[config.mk]
export PLATFORM = sky130hd
export DESIGN_NAME = spi_tl_bridge
export DESIGN_NICKNAME = d
export VERILOG_FILES = /design/src/rtl/spi_tl_pkg.sv /design/src/rtl/spi_tl_shift.sv /design/src/rtl/spi_tl_regs.sv /design/src/rtl/spi_tl_host.sv /design/src/rtl/spi_tl_bridge.sv
export SDC_FILE = /design/constraint.sdc
export NUM_CORES = 1
export LEC_CHECK = 0
export ABC_AREA = 0
export CAP_MARGIN = 20
export CORE_ASPECT_RATIO = 0.8
export CORE_MARGIN = 2
export CORE_UTILIZATION = 59
export DETAILED_ROUTE_END_ITERATION = 6
export PLACE_DENSITY = 0.87
export SLEW_MARGIN = 0
export SYNTH_ARGS = -nofsm -noshare
export SYNTH_HDL_FRONTEND = slang
export SYNTH_SLANG_ARGS = --single-unit
[constraint.sdc]
create_clock -name clk -period 4.6 [get_ports clk]
set_input_delay 0.69 -clock clk [delete_from_list [all_inputs] [get_ports clk]]
set_output_delay 0.69 -clock clk [all_outputs]
set_load 0.01 [all_outputs]
[src/rtl/spi_tl_pkg.sv]
package spi_tl_pkg;
    localparam int ADDR_BYTES = 4;

    localparam logic [6:0] REG_ADDR0   = 7'h00;
    localparam logic [6:0] REG_LEN_LO  = 7'h04;
    localparam logic [6:0] REG_LEN_HI  = 7'h05;
    localparam logic [6:0] REG_CMD     = 7'h06;
    localparam logic [6:0] REG_RD_STAT = 7'h07;
    localparam logic [6:0] REG_WR_STAT = 7'h08;
    localparam logic [6:0] REG_DATA    = 7'h09;
    localparam logic [6:0] REG_PACK    = 7'h0A;

    localparam logic [7:0] CMD_NULL  = 8'h00;
    localparam logic [7:0] CMD_READ  = 8'h01;
    localparam logic [7:0] CMD_WRITE = 8'h02;

    localparam logic [2:0] OP_PUT_FULL = 3'd0;
    localparam logic [2:0] OP_GET      = 3'd4;
    localparam logic [2:0] OP_ACK      = 3'd0;
    localparam logic [2:0] OP_ACK_DATA = 3'd1;

    typedef enum logic [1:0] {
        ST_IDLE  = 2'd0,
        ST_BUSY  = 2'd1,
        ST_DONE  = 2'd2,
        ST_ERROR = 2'd3
    } stat_e;

    typedef enum logic [1:0] {
        H_IDLE,
        H_REQ,
        H_RESP,
        H_HOLD
    } hstate_e;
endpackage

[src/rtl/spi_tl_shift.sv]
// Oversampling serial shifter: synchronizes pins, detects edges, frames bytes.
module spi_tl_shift #(
    parameter int SYNC_STAGES = 2
) (
    input  logic       clk,
    input  logic       rst_n,
    input  logic       sck_i,
    input  logic       csb_i,
    input  logic       mosi_i,
    input  logic [7:0] tx_byte_i,
    output logic       miso_o,
    output logic       frame_start_o,
    output logic       byte_done_o,
    output logic [7:0] rx_byte_o
);
    localparam int SW = (SYNC_STAGES < 2) ? 2 : SYNC_STAGES;

    typedef struct packed {
        logic [SW-1:0] sck_sync;
        logic [SW-1:0] cs_sync;
        logic [SW-1:0] mosi_sync;
        logic          sck_prev;
        logic          cs_prev;
        logic [2:0]    bit_cnt;
        logic [7:0]    rx_sh;
        logic [7:0]    tx_sh;
    } sh_t;

    sh_t q, d;
    logic sck_s, cs_s, mosi_s, rise, fall;
    logic [7:0] rx_full;

    always_comb begin
        d      = q;
        sck_s  = q.sck_sync[SW-1];
        cs_s   = q.cs_sync[SW-1];
        mosi_s = q.mosi_sync[SW-1];
        d.sck_sync  = {q.sck_sync[SW-2:0], sck_i};
        d.cs_sync   = {q.cs_sync[SW-2:0], csb_i};
        d.mosi_sync = {q.mosi_sync[SW-2:0], mosi_i};
        d.sck_prev  = sck_s;
        d.cs_prev   = cs_s;
        rise    = sck_s & ~q.sck_prev & ~cs_s;
        fall    = ~sck_s & q.sck_prev & ~cs_s;
        rx_full = {q.rx_sh[6:0], mosi_s};
        frame_start_o = ~cs_s & q.cs_prev;
        byte_done_o   = rise && (q.bit_cnt == 3'd7);
        rx_byte_o     = rx_full;
        if (frame_start_o) begin
            d.bit_cnt = 3'd0;
            d.rx_sh   = 8'd0;
            d.tx_sh   = 8'd0;
        end else if (rise) begin
            d.rx_sh   = rx_full;
            d.bit_cnt = q.bit_cnt + 3'd1;
            if (q.bit_cnt == 3'd7) begin
                d.tx_sh = tx_byte_i;
            end
        end else if (fall && (q.bit_cnt != 3'd0)) begin
            d.tx_sh = {q.tx_sh[6:0], 1'b0};
        end
        miso_o = q.tx_sh[7] & ~cs_s;
    end

    always_ff @(posedge clk or negedge rst_n) begin
        if (!rst_n) begin
            q          <= '0;
            q.cs_sync  <= '1;
            q.cs_prev  <= 1'b1;
        end else begin
            q <= d;
        end
    end
endmodule

[src/rtl/spi_tl_regs.sv]
// Register file, header decode, line buffer and packed-write sequencing.
module spi_tl_regs
    import spi_tl_pkg::*;
#(
    parameter int LINE_BYTES = 16
) (
    input  logic                    clk,
    input  logic                    rst_n,
    input  logic                    frame_start_i,
    input  logic                    byte_done_i,
    input  logic [7:0]              rx_byte_i,
    input  logic                    fill_valid_i,
    input  logic [8*LINE_BYTES-1:0] fill_data_i,
    input  logic [1:0]              rd_stat_i,
    input  logic [1:0]              wr_stat_i,
    output logic [7:0]              tx_byte_o,
    output logic                    cmd_go_o,
    output logic [7:0]              cmd_code_o,
    output logic                    pack_go_o,
    output logic [8*ADDR_BYTES-1:0] addr_o,
    output logic [8*LINE_BYTES-1:0] line_o
);
    localparam int PTR_W    = $clog2(LINE_BYTES);
    localparam int AIW      = $clog2(ADDR_BYTES);
    localparam int PACK_LEN = ADDR_BYTES + LINE_BYTES;
    localparam int CNT_W    = $clog2(PACK_LEN + 1);

    typedef struct packed {
        logic                             in_hdr;
        logic                             is_wr;
        logic [6:0]                       cur;
        logic [PTR_W-1:0]                 ptr;
        logic [CNT_W-1:0]                 pack_cnt;
        logic [ADDR_BYTES-1:0][7:0]       addr;
        logic [15:0]                      len;
        logic [7:0]                       cmd;
        logic [LINE_BYTES-1:0][7:0]       lbuf;
        logic                             cmd_go;
        logic                             pack_go;
    } rg_t;

    rg_t q, d;
    logic [6:0]       na;
    logic [PTR_W-1:0] rp;
    logic             rd_en;
    logic [CNT_W-1:0] off;

    always_comb begin
        d         = q;
        d.cmd_go  = 1'b0;
        d.pack_go = 1'b0;
        na        = q.cur;
        rp        = q.ptr;
        rd_en     = 1'b0;
        off       = q.pack_cnt - CNT_W'(ADDR_BYTES);
        tx_byte_o = 8'd0;
        if (frame_start_i) begin
            d.in_hdr   = 1'b1;
            d.ptr      = '0;
            d.pack_cnt = '0;
        end else if (byte_done_i) begin
            if (q.in_hdr) begin
                d.in_hdr   = 1'b0;
                d.is_wr    = rx_byte_i[7];
                d.pack_cnt = '0;
                na         = rx_byte_i[6:0];
                rp         = '0;
                d.ptr      = '0;
                rd_en      = ~rx_byte_i[7];
            end else begin
                if (q.is_wr) begin
                    if (q.cur < 7'(ADDR_BYTES)) begin
                        d.addr[q.cur[AIW-1:0]] = rx_byte_i;
                    end else begin
                        case (q.cur)
                            REG_LEN_LO: d.len[7:0]  = rx_byte_i;
                            REG_LEN_HI: d.len[15:8] = rx_byte_i;
                            REG_CMD: begin
                                d.cmd    = rx_byte_i;
                                d.cmd_go = 1'b1;
                            end
                            REG_DATA: begin
                                d.lbuf[q.ptr] = rx_byte_i;
                                d.ptr         = q.ptr + PTR_W'(1);
                            end
                            REG_PACK: begin
                                if (q.pack_cnt < CNT_W'(ADDR_BYTES)) begin
                                    d.addr[q.pack_cnt[AIW-1:0]] = rx_byte_i;
                                end else if (q.pack_cnt < CNT_W'(PACK_LEN)) begin
                                    d.lbuf[off[PTR_W-1:0]] = rx_byte_i;
                                end
                                if (q.pack_cnt == CNT_W'(PACK_LEN - 1)) begin
                                    d.pack_go = 1'b1;
                                end
                                if (q.pack_cnt < CNT_W'(PACK_LEN)) begin
                                    d.pack_cnt = q.pack_cnt + CNT_W'(1);
                                end
                            end
                            default: ;
                        endcase
                    end
                end
                na    = ((q.cur == REG_DATA) || (q.cur == REG_PACK)) ? q.cur : q.cur + 7'd1;
                rd_en = ~q.is_wr;
            end
            d.cur = na;
            if (rd_en) begin
                if (na < 7'(ADDR_BYTES)) begin
                    tx_byte_o = q.addr[na[AIW-1:0]];
                end else begin
                    case (na)
                        REG_LEN_LO:  tx_byte_o = q.len[7:0];
                        REG_LEN_HI:  tx_byte_o = q.len[15:8];
                        REG_CMD:     tx_byte_o = q.cmd;
                        REG_RD_STAT: tx_byte_o = {6'd0, rd_stat_i};
                        REG_WR_STAT: tx_byte_o = {6'd0, wr_stat_i};
                        REG_DATA: begin
                            tx_byte_o = q.lbuf[rp];
                            d.ptr     = rp + PTR_W'(1);
                        end
                        default:     tx_byte_o = 8'd0;
                    endcase
                end
            end
        end
        if (fill_valid_i) begin
            d.lbuf = fill_data_i;
        end
    end

    always_ff @(posedge clk or negedge rst_n) begin
        if (!rst_n) begin
            q <= '0;
        end else begin
            q <= d;
        end
    end

    assign cmd_go_o   = q.cmd_go;
    assign cmd_code_o = q.cmd;
    assign pack_go_o  = q.pack_go;
    assign addr_o     = q.addr;
    assign line_o     = q.lbuf;

    // a command write produces a launch strobe of exactly one cycle
    a_r9_cmd_pulse: assert property (@(posedge clk) disable iff (!rst_n)
        cmd_go_o |=> !cmd_go_o);
    // a packed frame produces a single launch strobe
    a_r7_pack_pulse: assert property (@(posedge clk) disable iff (!rst_n)
        pack_go_o |=> !pack_go_o);
endmodule

[src/rtl/spi_tl_host.sv]
// Single-beat bus host: one request per accepted command, status tracking.
module spi_tl_host
    import spi_tl_pkg::*;
#(
    parameter int ADDR_W     = 32,
    parameter int LINE_BYTES = 16,
    parameter int SRC_W      = 4,
    parameter int SRC_ID     = 0
) (
    input  logic                    clk,
    input  logic                    rst_n,
    input  logic                    cmd_go_i,
    input  logic [7:0]              cmd_code_i,
    input  logic                    pack_go_i,
    input  logic [ADDR_W-1:0]       addr_i,
    input  logic [8*LINE_BYTES-1:0] line_i,
    output logic                    a_valid_o,
    input  logic                    a_ready_i,
    output logic [2:0]              a_opcode_o,
    output logic [2:0]              a_size_o,
    output logic [SRC_W-1:0]        a_source_o,
    output logic [ADDR_W-1:0]       a_address_o,
    output logic [LINE_BYTES-1:0]   a_mask_o,
    output logic [8*LINE_BYTES-1:0] a_data_o,
    input  logic                    d_valid_i,
    output logic                    d_ready_o,
    input  logic [2:0]              d_opcode_i,
    input  logic                    d_error_i,
    input  logic [8*LINE_BYTES-1:0] d_data_i,
    output logic                    fill_valid_o,
    output logic [8*LINE_BYTES-1:0] fill_data_o,
    output logic [1:0]              rd_stat_o,
    output logic [1:0]              wr_stat_o
);
    localparam int          OFF_W     = $clog2(LINE_BYTES);
    localparam logic [ADDR_W-1:0] ALIGN_MASK = ~ADDR_W'(LINE_BYTES - 1);

    typedef struct packed {
        hstate_e                 st;
        logic                    is_rd;
        logic [ADDR_W-1:0]       addr;
        logic [8*LINE_BYTES-1:0] data;
        stat_e                   rd_stat;
        stat_e                   wr_stat;
    } hs_t;

    hs_t q, d;
    logic launch_rd, launch_wr, resp_ok;

    always_comb begin
        d            = q;
        fill_valid_o = 1'b0;
        launch_rd    = cmd_go_i && (cmd_code_i == CMD_READ);
        launch_wr    = (cmd_go_i && (cmd_code_i == CMD_WRITE)) || pack_go_i;
        resp_ok      = !d_error_i &&
                       (d_opcode_i == (q.is_rd ? OP_ACK_DATA : OP_ACK));
        case (q.st)
            H_IDLE: begin
                if (launch_rd || launch_wr) begin
                    d.st    = H_REQ;
                    d.is_rd = launch_rd;
                    d.addr  = addr_i & ALIGN_MASK;
                    d.data  = line_i;
                    if (launch_rd) d.rd_stat = ST_BUSY;
                    else           d.wr_stat = ST_BUSY;
                end
            end
            H_REQ: begin
                if (a_ready_i) d.st = H_RESP;
            end
            H_RESP: begin
                if (d_valid_i) begin
                    d.st = H_HOLD;
                    if (q.is_rd) d.rd_stat = resp_ok ? ST_DONE : ST_ERROR;
                    else         d.wr_stat = resp_ok ? ST_DONE : ST_ERROR;
                    fill_valid_o = q.is_rd && resp_ok;
                end
            end
            H_HOLD: begin
                if (cmd_go_i && (cmd_code_i == CMD_NULL)) begin
                    d.st      = H_IDLE;
                    d.rd_stat = ST_IDLE;
                    d.wr_stat = ST_IDLE;
                end
            end
            default: d.st = H_IDLE;
        endcase
    end

    always_ff @(posedge clk or negedge rst_n) begin
        if (!rst_n) begin
            q         <= '0;
            q.st      <= H_IDLE;
            q.rd_stat <= ST_IDLE;
            q.wr_stat <= ST_IDLE;
        end else begin
            q <= d;
        end
    end

    assign a_valid_o   = (q.st == H_REQ);
    assign a_opcode_o  = q.is_rd ? OP_GET : OP_PUT_FULL;
    assign a_size_o    = 3'(OFF_W);
    assign a_source_o  = SRC_W'(SRC_ID);
    assign a_address_o = q.addr;
    assign a_mask_o    = '1;
    assign a_data_o    = q.data;
    assign d_ready_o   = (q.st == H_RESP);
    assign fill_data_o = d_data_i;
    assign rd_stat_o   = q.rd_stat;
    assign wr_stat_o   = q.wr_stat;

    // a waiting request holds its opcode and address
    a_r5_a_hold: assert property (@(posedge clk) disable iff (!rst_n)
        a_valid_o && !a_ready_i |=> a_valid_o && $stable(a_address_o) && $stable(a_opcode_o));
    // never both statuses active
    a_r12_one_active: assert property (@(posedge clk) disable iff (!rst_n)
        !((rd_stat_o != ST_IDLE) && (wr_stat_o != ST_IDLE)));
    // read done is entered only right after a response handshake
    a_r6_done_after_resp: assert property (@(posedge clk) disable iff (!rst_n)
        (rd_stat_o == ST_DONE) && ($past(rd_stat_o) != ST_DONE) |-> $past(d_valid_i && d_ready_o));
    // a completed read status clears only through the null command
    a_r9_clear_by_null: assert property (@(posedge clk) disable iff (!rst_n)
        (($past(rd_stat_o) == ST_DONE) || ($past(rd_stat_o) == ST_ERROR)) && (rd_stat_o == ST_IDLE)
        |-> $past(cmd_go_i && (cmd_code_i == CMD_NULL)));
endmodule

[src/rtl/spi_tl_bridge.sv]
module spi_tl_bridge
    import spi_tl_pkg::*;
#(
    parameter int LINE_BYTES  = 16,
    parameter int SRC_W       = 4,
    parameter int SRC_ID      = 0,
    parameter int SYNC_STAGES = 2
) (
    input  logic                    clk,
    input  logic                    rst_n,
    input  logic                    spi_sck_i,
    input  logic                    spi_csb_i,
    input  logic                    spi_mosi_i,
    output logic                    spi_miso_o,
    output logic                    tl_a_valid_o,
    input  logic                    tl_a_ready_i,
    output logic [2:0]              tl_a_opcode_o,
    output logic [2:0]              tl_a_size_o,
    output logic [SRC_W-1:0]        tl_a_source_o,
    output logic [31:0]             tl_a_address_o,
    output logic [LINE_BYTES-1:0]   tl_a_mask_o,
    output logic [8*LINE_BYTES-1:0] tl_a_data_o,
    input  logic                    tl_d_valid_i,
    output logic                    tl_d_ready_o,
    input  logic [2:0]              tl_d_opcode_i,
    input  logic                    tl_d_error_i,
    input  logic [8*LINE_BYTES-1:0] tl_d_data_i
);
    localparam int ADDR_W = 8 * ADDR_BYTES;

    logic                    frame_start, byte_done, cmd_go, pack_go, fill_valid;
    logic [7:0]              rx_byte, tx_byte, cmd_code;
    logic [ADDR_W-1:0]       addr;
    logic [8*LINE_BYTES-1:0] line, fill_data;
    logic [1:0]              rd_stat, wr_stat;

    spi_tl_shift #(.SYNC_STAGES(SYNC_STAGES)) u_shift (
        .clk(clk), .rst_n(rst_n),
        .sck_i(spi_sck_i), .csb_i(spi_csb_i), .mosi_i(spi_mosi_i),
        .tx_byte_i(tx_byte), .miso_o(spi_miso_o),
        .frame_start_o(frame_start), .byte_done_o(byte_done), .rx_byte_o(rx_byte)
    );

    spi_tl_regs #(.LINE_BYTES(LINE_BYTES)) u_regs (
        .clk(clk), .rst_n(rst_n),
        .frame_start_i(frame_start), .byte_done_i(byte_done), .rx_byte_i(rx_byte),
        .fill_valid_i(fill_valid), .fill_data_i(fill_data),
        .rd_stat_i(rd_stat), .wr_stat_i(wr_stat),
        .tx_byte_o(tx_byte), .cmd_go_o(cmd_go), .cmd_code_o(cmd_code),
        .pack_go_o(pack_go), .addr_o(addr), .line_o(line)
    );

    spi_tl_host #(
        .ADDR_W(ADDR_W), .LINE_BYTES(LINE_BYTES), .SRC_W(SRC_W), .SRC_ID(SRC_ID)
    ) u_host (
        .clk(clk), .rst_n(rst_n),
        .cmd_go_i(cmd_go), .cmd_code_i(cmd_code), .pack_go_i(pack_go),
        .addr_i(addr), .line_i(line),
        .a_valid_o(tl_a_valid_o), .a_ready_i(tl_a_ready_i),
        .a_opcode_o(tl_a_opcode_o), .a_size_o(tl_a_size_o),
        .a_source_o(tl_a_source_o), .a_address_o(tl_a_address_o),
        .a_mask_o(tl_a_mask_o), .a_data_o(tl_a_data_o),
        .d_valid_i(tl_d_valid_i), .d_ready_o(tl_d_ready_o),
        .d_opcode_i(tl_d_opcode_i), .d_error_i(tl_d_error_i), .d_data_i(tl_d_data_i),
        .fill_valid_o(fill_valid), .fill_data_o(fill_data),
        .rd_stat_o(rd_stat), .wr_stat_o(wr_stat)
    );
endmodule

==> reports/metrics.yaml <==
p_per_area_nw_per_um2: 307
grt_pass1_vias: 15666
drtPass1Iterations: 7
floorplan.die_area_sq_um: 36000
final-max-slew-violation-count: 0
layout_worst_path_cycle_share_pct: 79.0
layout_min_cycle_time_ns: 3.63
slew_headroom_pct: 30.8
yosysSeqAreaShare_pct: 48.3
cp_required_ns: 5.07
dominantRegCellSynth: "sky130_fd_sc_hd__dfrtp_1"
ys_types: 80
io_buffer_count: 298
globalRouteTotalUtil_pct: 34.2
hold_crit_path_type: "input port to asynchronous set/reset pin"
vias_per_cell: 6.55
nFillCells: 2333
p_comb_share_pct: 4.1
area_growth_pct: 17.0
yosysWarnings: 0
crit_path_cell_trace: "ha_1 -> ha_1 -> nand4bb_1 -> nor3_2 -> nand3_1 -> nor2_2 -> buf_4 -> nand2_1 -> buf_4 -> a2bb2oi_1 -> a21oi_1"
post_synth_main_area_contributors: "sky130_fd_sc_hd__dfrtp_1 (48%), sky130_fd_sc_hd__mux2_2 (12%), sky130_fd_sc_hd__buf_4 (6.9%)"
cpPeakStageDelay_ns: 0.63
ir_drop_mv: 0.257
async_flop_share_pct: 100
critPathMaxFanout: 16
arrival_ns: 4.10
net_load_switching_power_mw: 1.59
instances_no_fill: 2408
worstSetupStartpointType: "flop"
timing.critical_path.buf_inv: 2
worst-r2r-setup-slack_ns: 0.97
hold_buffer_count_at_cts: 0
floorplan.rows: 60
die_y_um: 170
rsz0062_at_grt: "false"
grt-busiest-layer: "met2"
share_seq_of_total_power_pct: 47.6
critical-path-top-delay-family: "simple AND/OR/NAND/NOR gates"
ys_top_cells_by_count: "sky130_fd_sc_hd__dfrtp_1 (390), sky130_fd_sc_hd__mux2_2 (221), sky130_fd_sc_hd__buf_4 (188)"
drt-initial-drc-count: 1556
final_nets: 2099
sw_frac_of_total_pct: 21.7
synthesis.instances: 1850
dp_hpwl_um: 42100
clock-sinks: 393
core_area_sq_um: 33800
crit_path_end_kind: "flop"
cts_resized: 0
chipWidth_um: 212
leakagePower_nw: 10.6
mapped_cell_area_sq_um: 20300
post-cts-setup-buffer-count: 0
skew_ns: 0.0313
worstMarginPinSlew_ns: 1.04
gp_congestion: 0.942
drtAntennaViolNets: 0
synth.ff_latch_count: 393
initial_cell_density_of_the_core_pct: 60.2
hold_viol: 0
max-cap-violations: 0
grt_first_pass_wirelength_um: 94200
critical_path_class: "flop to flop"
setup_total_negative_slack_ns: 0
clock_latency_ns: 0.55
clk_pin_slew_ns: 0.06
clock_tree.htree_level_count: 2
cpMaxStageDelayCell: "sky130_fd_sc_hd__nor2_2"
violations_in_the_final_reports: "design-rule violations"
synth-edff-count: 0
grtUsageMet3_pct: 8.06
via_count: 15764
post_route_cells_drive_above_1_share_pct: 19.5
pin_count_of_the_biggest_net_entering_global_routing: 127
synth_largest_area_cell: "sky130_fd_sc_hd__dfrtp_1"
grt_remaining_overflow: 0
clockBufferDepth: 3
use_met2_pct: 51.8
proportion_of_netlist_area_held_by_the_largest_area_contributor_pct: 48.0
drc: 2
initial_antenna_violation_count: 2
power.internal_mw: 5.73
fmaxAchievable_mhz: 275
layout.core_utilization_pct: 70.5
syn-mean-instance-area_sq_um: 11.0
finalHoldWorstSlack_ns: 0.199
ios: 328
met1_usage_pct: 48.2
final-setup-viol-count: 0
yosysMostFrequentCell: "sky130_fd_sc_hd__dfrtp_1"
detail_route.wl_per_cell_um: 25.4
status: "finished with violations"
clock-root-buffer: "sky130_fd_sc_hd__clkbuf_16"
cts_tree: "built"
dpl.cell_count: 2331
cts_inserted_buffers: 41
drt-total-wl_um: 61100
p_clk_share_pct: 48.3
-- sequential cells by signal, summed over array words and instances, names as in the netlist --
signal,flops
u_host.a_data_o,128
u_regs.line_o,128
u_regs.q,34
u_regs.addr_o,32
u_host.a_address_o,28
u_shift.q,13
u_regs.cmd_code_o,8
u_shift.rx_byte_o,8
u_shift.d,4
u_host.q,3
u_host.rd_stat_o,2
u_host.wr_stat_o,2
u_regs.cmd_go_o,1
u_regs.pack_go_o,1
u_shift.cs_s,1
-- per-stage QoR --
| step | setup WS (ns) | power (mW) | cell area (sq um) |
|---|---|---|---|
| finish | 0.966 | 7.32 | 23800 |
| global route | 0.804 | 7.49 | 23800 |
| CTS | 1.09 | 7.33 | 23800 |
| detailed placement | 1.08 | 3.84 | 22400 |
| global placement | 1.20 | 3.84 | 22400 |
| floorplan | 2.10 | 3.62 | 20500 |
-- cell usage in the layout, fill, tap and decap left out, drive strengths merged, types with 18 or more instances in the layout --
cell type	instances
dfrtp	390
clkdlybuf4s50	297
mux2	221
nor2	162
a21oi	157
a2bb2oi	128
mux2i	60
nand2	60
o21ai	58
clkbuf	58
buf	30
conb	29
nand3	29
a31oi	27
inv	24
ha	20
nor3	20
nand2b	19
a211oi	18
-- logic make-up (layout without fill, tap and decap cells) --
kind of cell	count (synthesis)	after routing	share of synthesized area, %
adders and majority gates	20	20	1.23
muxes	287	287	15.8
DFF	393	393	48.3
buffers and inverters	328	423	9.80
AOI/OAI and AO/OA	467	467	16.4
xor gates and xnor gates	6	6	0.258
and+or+nand+nor	347	347	8.09
other	2	31	0.0369
-- metal layers --
layer | vias to the layer above | share of wire (%)
met4 | 0 | 3.7
met2 | 1064 | 45
met1 | 7860 | 40
li1 | 6673 | -
met5 | - | 0
met3 | 167 | 11
-- area by class of cell --
type | instances | area, sq um | area share (%)
diodes | 2 | 5.00 | 0.0210
clock buffers | 58 | 1210 | 5.09
clock inverters | 17 | 224 | 0.941
inverters | 21 | 78.8 | 0.331
multi-input cells | 1156 | 8630 | 36.3
flip-flops and latches | 393 | 9840 | 41.3
well taps | 434 | 543 | 2.28
repair buffers | 327 | 3270 | 13.7
-- worst paths after layout --
check / start / to / depth (start not counted)
worst max-delay path: u_shift.q[17] / u_regs.line_o[46] / 11
worst min-delay path: rst_n / u_host.a_data_o[26] / 1
worst max register to register: u_shift.q[17] / u_regs.line_o[46] / 11
worst min register to register: u_shift.d[22] / u_shift.rx_byte_o[0] / 0
max in group asynchronous: rst_n / u_shift.q[19] / 2
min in group clk: u_shift.d[22] / u_shift.rx_byte_o[0] / 0
-- power by group through the flow --
stage	Sequential (mW)	Combinational (mW)	Clock, mW
after floorplan	3.54	0.0865	0
after global placement	3.54	0.295	0
after detailed placement	3.54	0.295	0
after CTS	3.48	0.299	3.55
after global routing	3.48	0.325	3.69
final	3.48	0.300	3.54
No activity file was read; power rests on OpenSTA's default activity.
